$ cat config.mk
export PLATFORM = sky130hd
export DESIGN_NAME = ipi_timer_intr
export DESIGN_NICKNAME = d
export VERILOG_FILES = /design/src/rtl/ipi_timer_intr.sv
export SDC_FILE = /design/constraint.sdc
export NUM_CORES = 1
export LEC_CHECK = 0
export BUFFER_PORTS_ARGS = -buffer_cell sky130_fd_sc_hd__buf_4
export CAP_MARGIN = 20
export CORE_MARGIN = 1.5
export CORE_UTILIZATION = 50
export CTS_BUF_LIST = sky130_fd_sc_hd__clkbuf_4
export CTS_CLUSTER_DIAMETER = 150
export DETAILED_ROUTE_END_ITERATION = 7
export PLACE_DENSITY = 0.92
export SYNTH_ARGS = -nofsm -noshare
export SYNTH_HDL_FRONTEND = slang
export SYNTH_SLANG_ARGS = --single-unit
$ cat constraint.sdc
create_clock -name clk -period 4.4 [get_ports clk]
set_input_delay 0.88 -clock clk [delete_from_list [all_inputs] [get_ports clk]]
set_output_delay 0.88 -clock clk [all_outputs]
set_load 0.01 [all_outputs]
$ cat src/rtl/ipi_timer_intr.sv
module ipi_timer_intr #(
  parameter int NCPU = 4,
  parameter int DW   = 32
) (
  input  logic            clk,
  input  logic            rst_n,
  input  logic            acc_valid,
  input  logic            acc_write,
  input  logic [1:0]      acc_sel,
  input  logic [DW-1:0]   acc_wdata,
  input  logic [1:0]      acc_cpu,
  input  logic            tick,
  output logic            rd_valid,
  output logic [DW-1:0]   rd_data,
  output logic [NCPU-1:0] ipi_irq,
  output logic [NCPU-1:0] tmr_irq,
  output logic            warn,
  output logic            err
);
  localparam int FW = 4;
  localparam int ACCEPT_BIT = 28;

  logic [NCPU-1:0] ipi_pend, tmr_pend;

  wire wr     = acc_valid & acc_write;
  wire rd     = acc_valid & ~acc_write;
  wire ctl_wr = wr & (acc_sel == 2'd0);
  wire ic_wr  = wr & (acc_sel == 2'd1);
  wire tc_wr  = wr & (acc_sel == 2'd2);
  wire is_wr  = wr & (acc_sel == 2'd3);

  wire [FW-1:0] f_req  = acc_wdata[15:12];
  wire [FW-1:0] f_iclr = acc_wdata[11:8];
  wire [FW-1:0] f_tclr = acc_wdata[7:4];
  wire [FW-1:0] f_mask = acc_wdata[FW-1:0];

  wire [FW-1:0] set_raw  = ctl_wr ? f_req  : (is_wr ? f_mask : '0);
  wire [FW-1:0] iclr_raw = ctl_wr ? f_iclr : (ic_wr ? f_mask : '0);
  wire [FW-1:0] tclr_raw = ctl_wr ? f_tclr : (tc_wr ? f_mask : '0);

  wire [NCPU-1:0] set_m  = set_raw[NCPU-1:0];
  wire [NCPU-1:0] iclr_m = iclr_raw[NCPU-1:0];
  wire [NCPU-1:0] tclr_m = tclr_raw[NCPU-1:0];

  wire [NCPU-1:0] ipi_next = (ipi_pend & ~iclr_m) | set_m;
  wire [NCPU-1:0] tmr_next = (tmr_pend & ~tclr_m) | {NCPU{tick}};

  wire warn_c = |(set_m & ipi_pend) | |(iclr_m & ~ipi_pend) | |(tclr_m & ~tmr_pend);
  wire ctl_empty = (f_req == '0) && (f_iclr == '0) && (f_tclr == '0);
  wire err_c = ctl_wr ? (ctl_empty & ~acc_wdata[ACCEPT_BIT])
                      : (wr & (f_mask == '0));

  logic [DW-1:0] rd_c;
  always_comb begin
    rd_c = '0;
    unique case (acc_sel)
      2'd0: begin
        rd_c[8 +: NCPU] = ipi_pend;
        rd_c[4 +: NCPU] = tmr_pend;
        rd_c[1:0]       = acc_cpu;
      end
      2'd1: rd_c[NCPU-1:0] = ipi_pend;
      2'd2: rd_c[NCPU-1:0] = tmr_pend;
      default: rd_c = '0;
    endcase
  end

  always_ff @(posedge clk) begin
    if (!rst_n) begin
      ipi_pend <= '0;
      tmr_pend <= '0;
      ipi_irq  <= '0;
      tmr_irq  <= '0;
      warn     <= 1'b0;
      err      <= 1'b0;
      rd_valid <= 1'b0;
      rd_data  <= '0;
    end else begin
      ipi_irq  <= ipi_pend;
      tmr_irq  <= tmr_pend;
      warn     <= wr & warn_c;
      err      <= err_c;
      rd_valid <= rd;
      if (rd) rd_data <= rd_c;
      if (err_c) begin
        tmr_pend <= tmr_pend | {NCPU{tick}};
      end else begin
        ipi_pend <= ipi_next;
        tmr_pend <= tmr_next;
      end
    end
  end
endmodule


# Word-level counts from Yosys, hierarchy flattened
# Cells that the tools add are included.
# W data, S select, Z words.
# word_totals
reg_bits	31
input_bits	41
output_inout_bits	43
elab_cells	57
# classes
n_eq_ne	3
muxes	11
bitwise_logic	25
reduce_logical	10
# op_table
op	n
$mux W4	7
$and A4 B4 Y4	5
$logic_not A4 Y1	4
$not A4 Y4	4
$or A4 B4 Y4	3
$reduce_or A4 Y1	3
$and A1 B1 Y1	9
$mux W8	1
$pmux W2 S3	1
$eq A2 B2 Y1 const B	2
$pmux W2 S2	1
$eq A2 B1 Y1 const B	1
$logic_and A1 B1 Y1	2
$logic_not A2 Y1	1
$not A1 Y1	2
$or A1 B1 Y1	2
$mux W1	1

# Depth between registers and ports, before layout
# Gate-level depths: netlist of run 1.
# logic_depth
depth_word	9
mapped_depth	8
depth_no_buf	6

# Worst setup path before layout of run 1
# No wires, ideal clock.
# synth_path
path_type	input to register
startpoint	in acc_sel[0]
endpoint	reg warn
setup_time_ns	0.131
arrival_ns	1.918
required_time_ns	4.269
setup_slack_ns	2.351
path_stages	7
path_buffers	1
cell_sequence	inv_1 ha_1 buf_2 a21oi_1 a32oi_1 a2111oi_2 a31oi_1
# synth_between
elab_chain_len	9
word_cells_on_any_way	23
classes_between	eq/ne (3); mux (6); bitwise (10); reduce/logical (4)
# synth_lines
element	line_no	rtl
start, declared	9	input logic [1:0] acc_sel,
$eq A2 B2 Y1 / $eq A2 B1 Y1 (equally long branches)	30, 28	
$and A1 B1 Y1, on equally long branches	30, 28	
$mux W4, on equally long branches (2 in a row)	37, 38	
$and A4 B4 Y4	48	wire warn_c = |(set_m & ipi_pend) | |(iclr_m & ~ipi_pend) | |(tclr_m & ~tmr_pend);
$reduce_or A4 Y1	48	
$or A1 B1 Y1	48	
$or A1 B1 Y1 *	48	
$and A1 B1 Y1 *	81	warn <= wr & warn_c;
end signal, assigned	81	
end, declared	17	output logic warn,
# Mark *: on every way between the ends. The rest lies on a longest branch, timed or not.
# A chain may end at the register's enable or synchronous reset.

# Worst setup path after layout of run 1
# Ends and elaborated chain as after synthesis.

==> impl_results.md, run 1 <==
- Most common cell after layout, fill and taps aside: buf_4
- CP Cell Sequence: buf_4 > inv_1 > ha_1 > nand3b_2 > a32oi_1 > a2111oi_2 > a31oi_1
- Setup CP Type: input port to flop
- Most frequent cells in the layout: buf_4, dfxtp_1, nand2_1
- Slew HR: 42.7%
- Total GRT Usage: 22.0%
- Worst Tran Pin Value: 0.860 ns
- # nets final: 285
- Register area: 621 µm²
- Yosys warning total: 0
- PostCTS Resize Cnt: 0
- CTS tree: built
- Post-DR wirelength/cell: 13.3 µm
- Number of global-route vias before repair: 1,328
- TritonCTS buffer count: 5
- Setup tns final: 0 ns
- Core area: 0.00313 mm²
- Final core occ: 64.8%
- TritonRoute pass-1 iters: 4
- Main synth FF type: dfxtp_1
- Clk_lat worst skew: 0.34 ns
- Endpoints failing setup: 0
- Residual DRC: 0
- Setup ws final: 1.94 ns
- Slowest stage delay, CP: 0.72 ns
- Largest net degree at the start of global routing: 32
- Critical Path Fanout Max: 31
- Fmax: 406 MHz
- Slowest CP cell: ha_1
- RSZ-0062 raised after global routing: no
- Ant. Diodes: 0
- Max Slew Vio Count: 0
- CTS H-tree lvls: 2
- Area Overhead vs Synth: 19.3%
- Initial core utilization: 54.3%
- Maximum root-to-sink buffer count: 2
- Die Span X: 61.3 µm
- EDFF count, synth: 0
- Worst-path clk slew: 0.09 ns
- Final Hold Violating Endpoints: 0
- Row cnt: 20
- PwrDens: 272 mW/mm²
- Seq cells post-synth: 31
- DP Worst Slack: 1.60 ns
- Post-CTS setup buffers: 0
- Critical Path Sink Type: flop
- FFs w/ async S/R, synth: 0%
- Hold slack: 0.456 ns
- Buffers on Ports: 48
- Fraction of layout cells with a size suffix above 1: 24.2%
- Fillers: 296
- Multi-input combinational cell area: 920 µm²
- Clk sink count: 31
- Min Clock Period, post-route: 2.46 ns
- Peak supply drop: 0.109 mV
- Status: complete, no violations
- IO Count: 84
- Mapped Cells: 196
- CP Data Required Time: 4.60 ns
- Post-layout instance area: 0.00203 mm²
- Vias per inst: 5.24
- Hpwl dp: 2820 µm
- ANT nets after route: 0
- Startpoint types: input port
- Die Y-Extent: 61.3 µm
- Final worst-path cycle share: 56.0%
- Setup Skew: 0.0141 ns
- Netlist cell types: 40
- Vias: 1,488
- Critical path data arrival time: 2.67 ns
- CTS root buf: clkbuf_4
- Mean Syn Cell Area: 8.67 µm²
- RePlAce Congestion: 0.906
- Hold WC Path Type: flop to flop
- Seq/Total Area, Yosys: 36.5%
- Die footprint: 0.00376 mm²
- Global route overflow: 0
- LEAKAGE: 0.877 nW
- Total routed wirelength: 3790 µm
- First-pass GRT wire length: 5980 µm
- Placement-stage cell area: 0.00197 mm²
- DRT iter0 DRCs: 89
- CTS Hold Bufs: 0
- Initial antenna violation count: 0
- Max-cap violations: 0
- FF-to-FF setup slack: 3.20 ns
- Synthesized cell area: 0.00170 mm²
path summary, 6_finish.rpt:
check / end / startpoint / depth (start not counted)
worst max-delay path: warn$_SDFF_PN0_ / acc_sel[0] / 7
worst min-delay path: rd_data[5]$_SDFFE_PN0P_ / rd_data[5]$_SDFFE_PN0P_ / 2
worst max register to register: warn$_SDFF_PN0_ / ipi_pend[2]$_SDFFE_PN0N_ / 4
worst min register to register: rd_data[5]$_SDFFE_PN0P_ / rd_data[5]$_SDFFE_PN0P_ / 2
cells by family after synthesis:
logic type / Yosys count / share of synthesized area [%]
muxes: 1 / 0.589
AOI/OAI and AO/OA: 51 / 21.8
and+or+nand+nor: 72 / 23.6
buffers and inverters: 35 / 13.5
other: 1 / 0.221
DFF: 31 / 36.5
adders and majority gates: 5 / 3.68
flip-flops by register name (all words and copies together), names as in the netlist:
name	cells
err	1
rd_valid	1
ipi_pend	4
rd_data	12
warn	1
tmr_pend	4
ipi_irq	4
tmr_irq	4
layer usage:
layer / vias to the layer above / GRT usage [%] / share of wire (%)
li1: 732 / - / -
met1: 681 / 27.0 / 41
met2: 68 / 36.0 / 49
met3: 7 / 6.93 / 8.4
met4: 0 / 8.70 / 1.7
met5: - / 0 / 0
area by class of cell:
| cell class | instances | share of cell area [%] |
|---|---|---|
| Multi-Input combinational cell | 149 | 45.4 |
| Sequential cell | 31 | 30.6 |
| Timing Repair Buffer | 49 | 18.1 |
| Tap cell | 44 | 2.72 |
| Clock buffer | 6 | 2.22 |
| Inverter | 3 | 0.556 |
| Clock inverter | 2 | 0.370 |
report_power, final:
group | internal (W) | switching [W] | leakage [nW] | total (W)
Clock | 0.0000652 | 0.0000946 | 0.0307 | 0.000160
Combinational | 0.0000437 | 0.0000517 | 0.594 | 0.0000954
Sequential | 0.000289 | 0.00000743 | 0.253 | 0.000297
Total | 0.000398 | 0.000154 | 0.877 | 0.000552
critical path, delay by kind of cell:
kind	cells	cell delay, ns
buffers and inverters	2	0.20
adders and majority gates	1	0.72
AOI/OAI and AO/OA	3	0.59
and+or+nand+nor	1	0.27
synthesized netlist by cell type (3+ instances only):
cell type  count  share of area, %
a21oi_1       11               3.2
a21boi_1      15               6.6
nor2_1         3              0.66
nand3_1       12               3.5
inv_1          3              0.66
ha_1           5               3.7
a21o_1         3               1.3
and2_1         9               3.3
nor3_1         3              0.88
buf_2          7               2.1
o21a_1         4               1.8
nor2b_1        7               2.6
dfxtp_1       31                37
clkbuf_1       3              0.66
nand3b_1       8               3.5
buf_4         20               8.8
o21ai_1        3              0.88
nand2_1       22               4.9
stage by stage:
stage	power [W]	std cells
floorplan	0.000372	215
global placement	0.000396	276
detailed placement	0.000397	276
CTS	0.000554	284
global route	0.000580	284
finish	0.000552	284
No activity file was read; power rests on OpenSTA's default activity.
==> inputs of run 2 (changes only) <==
CORE_UTILIZATION = 47   (was 50)
PLACE_DENSITY = 0.88   (was 0.92)
clock period = 2.6 ns   (was 4.4 ns; I/O delays follow)
==> run 2 against run 1 <==
  * Power up 73%
  * Clock power rose by 83%
  * Worst hold slack lost 0.042 ns
  * First-iteration DRC count increased by 13%
  * Sequential power grew 69%
  * Register-to-register slack got worse by 1.8 ns
  * Flip-flop and latch count unchanged
  * Utilization decreased by 4.6 points
  * Final area up 0.74%
  * Die area grew 6.1%
  * Clock skew up 0.0051 ns
==> impl_results.md, run 2 (synthesis results as in run 1) <==
- Status: complete, no violations (unchanged)
- Worst-path clk slew: 0.11 ns (was 0.09 ns)
- Endpoints failing setup: 0 (unchanged)
- CTS Hold Bufs: 0 (unchanged)
- Residual DRC: 0 (unchanged)
- Hold WC Path Type: input port to flop (was flop to flop)
- Post-DR wirelength/cell: 12.6 µm (was 13.3 µm)
- Critical Path Fanout Max: 19 (was 31)
- Hpwl dp: 2690 µm (was 2820 µm)
- Core area: 0.00339 mm² (was 0.00313 mm²)
- Final Hold Violating Endpoints: 0 (unchanged)
- Buffers on Ports: 48 (unchanged)
- Final Non-Filler Cells: 287 (was 284)
- Int Power: 0.000690 W (was 0.000398 W)
- Critical Path Sink Type: flop (unchanged)
- Most common cell after layout, fill and taps aside: buf_4 (unchanged)
- Hold slack: 0.415 ns (was 0.456 ns)
- Clk_lat worst skew: 0.34 ns (about the same)
- Number of global-route vias before repair: 1,283 (was 1,328)
- Final core occ: 60.2% (was 64.8%)
- Max-cap violations: 0 (unchanged)
- Most flop-heavy register: rd_data (unchanged)
- Setup Skew: 0.0192 ns (was 0.0141 ns)
- Clk sink count: 31 (unchanged)
- Vias: 1,514 (was 1,488)
- Final worst-path cycle share: 73.7%
- PwrDens: 468 mW/mm² (was 272 mW/mm²)
- Startpoint types: input port (unchanged)
- Setup tns final: 0 ns (unchanged)
- Vias per inst: 5.28 (was 5.24)
- Setup CP Type: input port to flop (unchanged)
- Post-layout instance area: 0.00204 mm² (was 0.00203 mm²)
- Initial core utilization: 50.1% (was 54.3%)
- CTS root buf: clkbuf_4 (unchanged)
- Maximum root-to-sink buffer count: 2 (unchanged)
- Initial antenna violation count: 0 (unchanged)
- LEAKAGE: 0.888 nW (was 0.877 nW)
- Largest net degree at the start of global routing: 31 (was 32)
- Row cnt: 21 (was 20)
- Sw Ratio: 27.8% (was 27.9%)
- PostCTS Resize Cnt: 0 (unchanged)
- Total GRT Usage: 19.2% (was 22.0%)
- RSZ-0062 raised after global routing: no (unchanged)
- RePlAce Congestion: 0.925 (was 0.906)
- Post-CTS setup buffers: 0 (unchanged)
- Clock Power Share: 30.7% (was 29.0%)
- Multi-input combinational cell area: 920 µm² (unchanged)
- Placement-stage cell area: 0.00198 mm² (was 0.00197 mm²)
- Fillers: 320 (was 296)
- Die Y-Extent: 63.1 µm (was 61.3 µm)
- ANT nets after route: 0 (unchanged)
- Switching power: 0.000266 W (was 0.000154 W)
- CTS tree: built (unchanged)
- Dpl cells: 279 (was 276)
- Part of the power in registers: 52.5% (was 53.7%)
- DRT iter0 DRCs: 101 (was 89)
- TritonCTS buffer count: 5 (unchanged)
- Most frequent cells in the layout: buf_4, dfxtp_1, nand2_1 (unchanged)
- Global route overflow: 0 (unchanged)
- Ant. Diodes: 0 (unchanged)
- TritonRoute pass-1 iters: 4 (unchanged)
- Worst Tran Pin Value: 0.640 ns (was 0.860 ns)
- Fraction of layout cells with a size suffix above 1: 25.3% (was 24.2%)
- Area Overhead vs Synth: 20.2% (was 19.3%)
- # nets final: 286 (was 285)
- IO Count: 84 (unchanged)
- Fmax: 522 MHz
- Die footprint: 0.00398 mm² (was 0.00376 mm²)
- Max Slew Vio Count: 0 (unchanged)
- First-pass GRT wire length: 5910 µm (was 5980 µm)
- Register area: 621 µm² (unchanged)
- Max reg flops: 12 (unchanged)
- CTS H-tree lvls: 2 (unchanged)
- Critical path data arrival time: 2.17 ns (was 2.67 ns)
- Peak supply drop: 0.214 mV (was 0.109 mV)
- Logic pwr share: 16.8% (was 17.3%)
- CP Data Required Time: 2.85 ns (was 4.60 ns)
- Total routed wirelength: 3620 µm (was 3790 µm)
- Slew HR: 57.3% (was 42.7%)
- Min Clock Period, post-route: 1.92 ns
- Die Span X: 63.1 µm (was 61.3 µm)
## run 2: final cells by class
cell class / instances / area share [%]
clock buffers: 7 / 2.57
clock inverters: 1 / 0.245
inverters: 3 / 0.551
multi-input cells: 149 / 45.0
flip-flops and latches: 31 / 30.4
well taps: 46 / 2.82
repair buffers: 50 / 18.4
## run 2: through the flow
step           power (W)  worst slack [ns]
3_5_place_dp    0.000672             0.362
4_1_cts         0.000958             0.712
6_report        0.000956             0.683
3_3_place_gp    0.000669             0.396
2_1_floorplan   0.000629             0.911
5_1_grt          0.00102             0.559
## run 2: path summary, 6_finish.rpt
kind,to,startpoint,slack (ns),cells after the start
setup / recovery,warn$_SDFF_PN0_,acc_sel[0],0.68,8
hold / removal,tmr_pend[2]$_SDFF_PN0_,tick,0.41,2
setup reg to reg,warn$_SDFF_PN0_,ipi_pend[2]$_SDFFE_PN0N_,1.39,4
hold reg to reg,rd_data[6]$_SDFFE_PN0P_,rd_data[6]$_SDFFE_PN0P_,0.45,2
## run 2: layer usage
layer  up-vias  wire, µm  track usage [%]  part of all wire [%]
met1       689      1590             23.7                    44
met5         -         0                0                     0
met4         0       121             10.3                   3.3
met2        73      1640             29.4                    45
li1        738         -                -                     -
met3        14       270             6.43                   7.5
## run 2: power by group through the flow
stage	clock network (W)	logic [W]	registers [W]
after floorplan	0	0.000116	0.000513
after global placement	0	0.000157	0.000512
after detailed placement	0	0.000159	0.000513
after CTS	0.000297	0.000160	0.000502
after global routing	0.000336	0.000176	0.000504
final	0.000293	0.000161	0.000502
## run 2: worst max-delay path: stages
cell and delay (ns):
buf_4 0.13, inv_1 0.07, ha_1 0.48, buf_4 0.27, nand2_1 0.08, a21o_1 0.18
o221a_1 0.24, a31oi_1 0.18
==> inputs of run 3 (changes only) <==
clock period = 1.9 ns   (was 2.6 ns; I/O delays follow)
==> run 3 against run 2 <==
  * Clock skew down 0.0037 ns
  * Sequential share of layout area down 0.82 points
  * Highest routed layer unchanged
  * Utilization up 1.7 points
==> impl_results.md, run 3 (synthesis results as in run 1) <==
- Status: complete, no violations (unchanged)
- FF-to-FF setup slack: 0.68 ns (was 1.39 ns)
- Max reg flops: 12 (unchanged)
- Global route overflow: 0 (unchanged)
- Largest net degree at the start of global routing: 31 (unchanged)
- RSZ-0062 raised after global routing: no (unchanged)
- Critical Path Sink Type: flop (unchanged)
- CTS root buf: clkbuf_4 (unchanged)
- Most common cell after layout, fill and taps aside: buf_4 (unchanged)
- Part of the power in registers: 53.8% (was 52.5%)
- Dpl cells: 288 (was 279)
- IO Count: 84 (unchanged)
- Post-DR wirelength/cell: 12.3 µm (was 12.6 µm)
- Hpwl dp: 2690 µm (about the same)
- Clock Power Share: 27.9% (was 30.7%)
- Initial antenna violation count: 0 (unchanged)
- Startpoint types: input port (unchanged)
- Most flop-heavy register: rd_data (unchanged)
- Min Clock Period, post-route: 1.61 ns
- Total routed wirelength: 3640 µm (was 3620 µm)
- Sw Ratio: 28.5% (was 27.8%)
- Hold WC Path Type: input port to flop (unchanged)
- Logic pwr share: 18.3% (was 16.8%)
- Clk sink count: 31 (unchanged)
- Layer with the highest usage: met2 (unchanged)
- Fillers: 306 (was 320)
- TritonCTS buffer count: 5 (unchanged)
- PwrDens: 609 mW/mm² (was 468 mW/mm²)
- Critical Path Fanout Max: 14 (was 19)
- Final Hold Violating Endpoints: 0 (unchanged)
- CP Data Required Time: 2.11 ns (was 2.85 ns)
- Setup Skew: 0.0155 ns (was 0.0192 ns)
- Grt met1 use: 22.8% (was 23.7%)
- TritonRoute pass-1 iters: 4 (unchanged)
- # nets final: 295 (was 286)
- ANT nets after route: 0 (unchanged)
- Slew HR: 66.4% (was 57.3%)
- Endpoints failing setup: 0 (unchanged)
- Maximum root-to-sink buffer count: 2 (unchanged)
- Worst R2R Path Depth: 4 (unchanged)
- Most frequent cells in the layout: buf_4, dfxtp_1, nand2_1 (unchanged)
- Ant. Diodes: 0 (unchanged)
- Die Span X: 63.1 µm (unchanged)
- Worst Tran Pin Value: 0.504 ns (was 0.640 ns)
- Fmax: 622 MHz
- CTS Hold Bufs: 0 (unchanged)
- Met3 GRT Util: 5.18% (was 6.43%)
- Worst-path clk slew: 0.10 ns (was 0.11 ns)
- Setup CP Type: input port to flop (unchanged)
- Vias per inst: 5.05 (was 5.28)
- Critical path data arrival time: 1.82 ns (was 2.17 ns)
- LEAKAGE: 0.925 nW (was 0.888 nW)
- Residual DRC: 0 (unchanged)
- Vias: 1,489 (was 1,514)
- Final worst-path cycle share: 84.7%
- Final core occ: 61.9% (was 60.2%)
- PostCTS Resize Cnt: 0 (unchanged)
- First-pass GRT wire length: 6020 µm (was 5910 µm)
- Fraction of layout cells with a size suffix above 1: 27.3% (was 25.3%)
- Die Y-Extent: 63.1 µm (unchanged)
- Total GRT Usage: 19.5% (was 19.2%)
- Number of global-route vias before repair: 1,364 (was 1,283)
- RR Endpoint: warn$_SDFF_PN0_ (unchanged)
- Cells on Worst Hold Path: 2 (unchanged)
- Core area: 0.00339 mm² (unchanged)
- Hold path start: tick (unchanged)
- DRT iter0 DRCs: 73 (was 101)
- Die footprint: 0.00398 mm² (unchanged)
- Buffers on Ports: 48 (unchanged)
- CTS tree: built (unchanged)
- Peak supply drop: 0.236 mV (was 0.214 mV)
- Max Slew Vio Count: 0 (unchanged)
- Final Non-Filler Cells: 295 (was 287)
- RePlAce Congestion: 0.880 (was 0.925)
- Clk_lat worst skew: 0.34 ns (about the same)
- CTS H-tree lvls: 2 (unchanged)
- Max-cap violations: 0 (unchanged)
- Worst Hold End: tmr_pend[3]$_SDFF_PN0_ (was tmr_pend[2]$_SDFF_PN0_)
- RR Startpoint: ipi_pend[2]$_SDFFE_PN0N_ (unchanged)
- Post-CTS setup buffers: 0 (unchanged)
- Area Overhead vs Synth: 23.5% (was 20.2%)
- Initial core utilization: 50.1% (unchanged)
- Int Power: 0.000914 W (was 0.000690 W)
- Met2 Use GR: 30.5% (was 29.4%)
- Switching power: 0.000365 W (was 0.000266 W)
- Row cnt: 21 (unchanged)
run 3: cell count changes in the layout (fill, tap and decap cells not counted), sizes merged:
cell,previous run,this run
clkinv,1,2
buf,50,59
clkbuf,7,5
run 3: worst max-delay path by stage:
| stage | from | endpoint | slack (ns) | cells past startpoint |
|---|---|---|---|---|
| after global routing | acc_sel[0] | warn$_SDFF_PN0_ | 0.21 | 8 |
| final | acc_sel[0] | warn$_SDFF_PN0_ | 0.29 | 7 |
| after CTS | acc_sel[0] | warn$_SDFF_PN0_ | 0.33 | 7 |
| after detailed placement | acc_sel[0] | warn$_SDFF_PN0_ | -0.02 | 7 |
| after floorplan | acc_sel[0] | warn$_SDFF_PN0_ | 0.35 | 7 |
| after global placement | acc_sel[0] | warn$_SDFF_PN0_ | -0.01 | 7 |
run 3: layer usage:
metal  wire length (µm)  vias up  part of all wire, %
met4                127        0                  3.5
met2               1630       69                   45
met5                  0        -                    0
met3                285       12                  7.8
li1                   -      753                    -
met1               1590      655                   44
run 3: cell type report:
cell class / count / area (µm²) / area share (%)
Sequential cell: 31 / 621 / 29.6
Tap cell: 46 / 57.6 / 2.74
Inverter: 3 / 11.3 / 0.537
Timing Repair Buffer: 59 / 443 / 21.1
Clock buffer: 5 / 37.5 / 1.79
Multi-Input combinational cell: 149 / 920 / 43.8
Clock inverter: 2 / 8.76 / 0.417
run 3: worst max-delay path, cell delays in order:
cell,delay [ns]
buf_4,0.11
inv_1,0.06
ha_1,0.39
and2b_1,0.24
a221oi_1,0.30
o221a_1,0.25
a31oi_1,0.09
run 3: through the flow:
stage,area (µm²),power (W),TNS (ns),hold slack [ns],setup WS [ns]
6_report,2100,0.00128,0,0.268,0.291
5_1_grt,2100,0.00134,0,0.268,0.206
4_1_cts,2100,0.00128,0,0.261,0.330
3_5_place_dp,2050,0.000933,-0.0233,0.443,-0.0233
3_3_place_gp,2050,0.000930,-0.0135,0.439,-0.0135
2_1_floorplan,1770,0.000860,0,0.475,0.351
run 3: power by group through the flow:
stage	logic [W]	registers, W	clock network (W)
after floorplan	0.000159	0.000702	0
after global placement	0.000229	0.000701	0
after detailed placement	0.000231	0.000702	0
after CTS	0.000232	0.000687	0.000363
after global routing	0.000256	0.000690	0.000392
final	0.000234	0.000687	0.000357
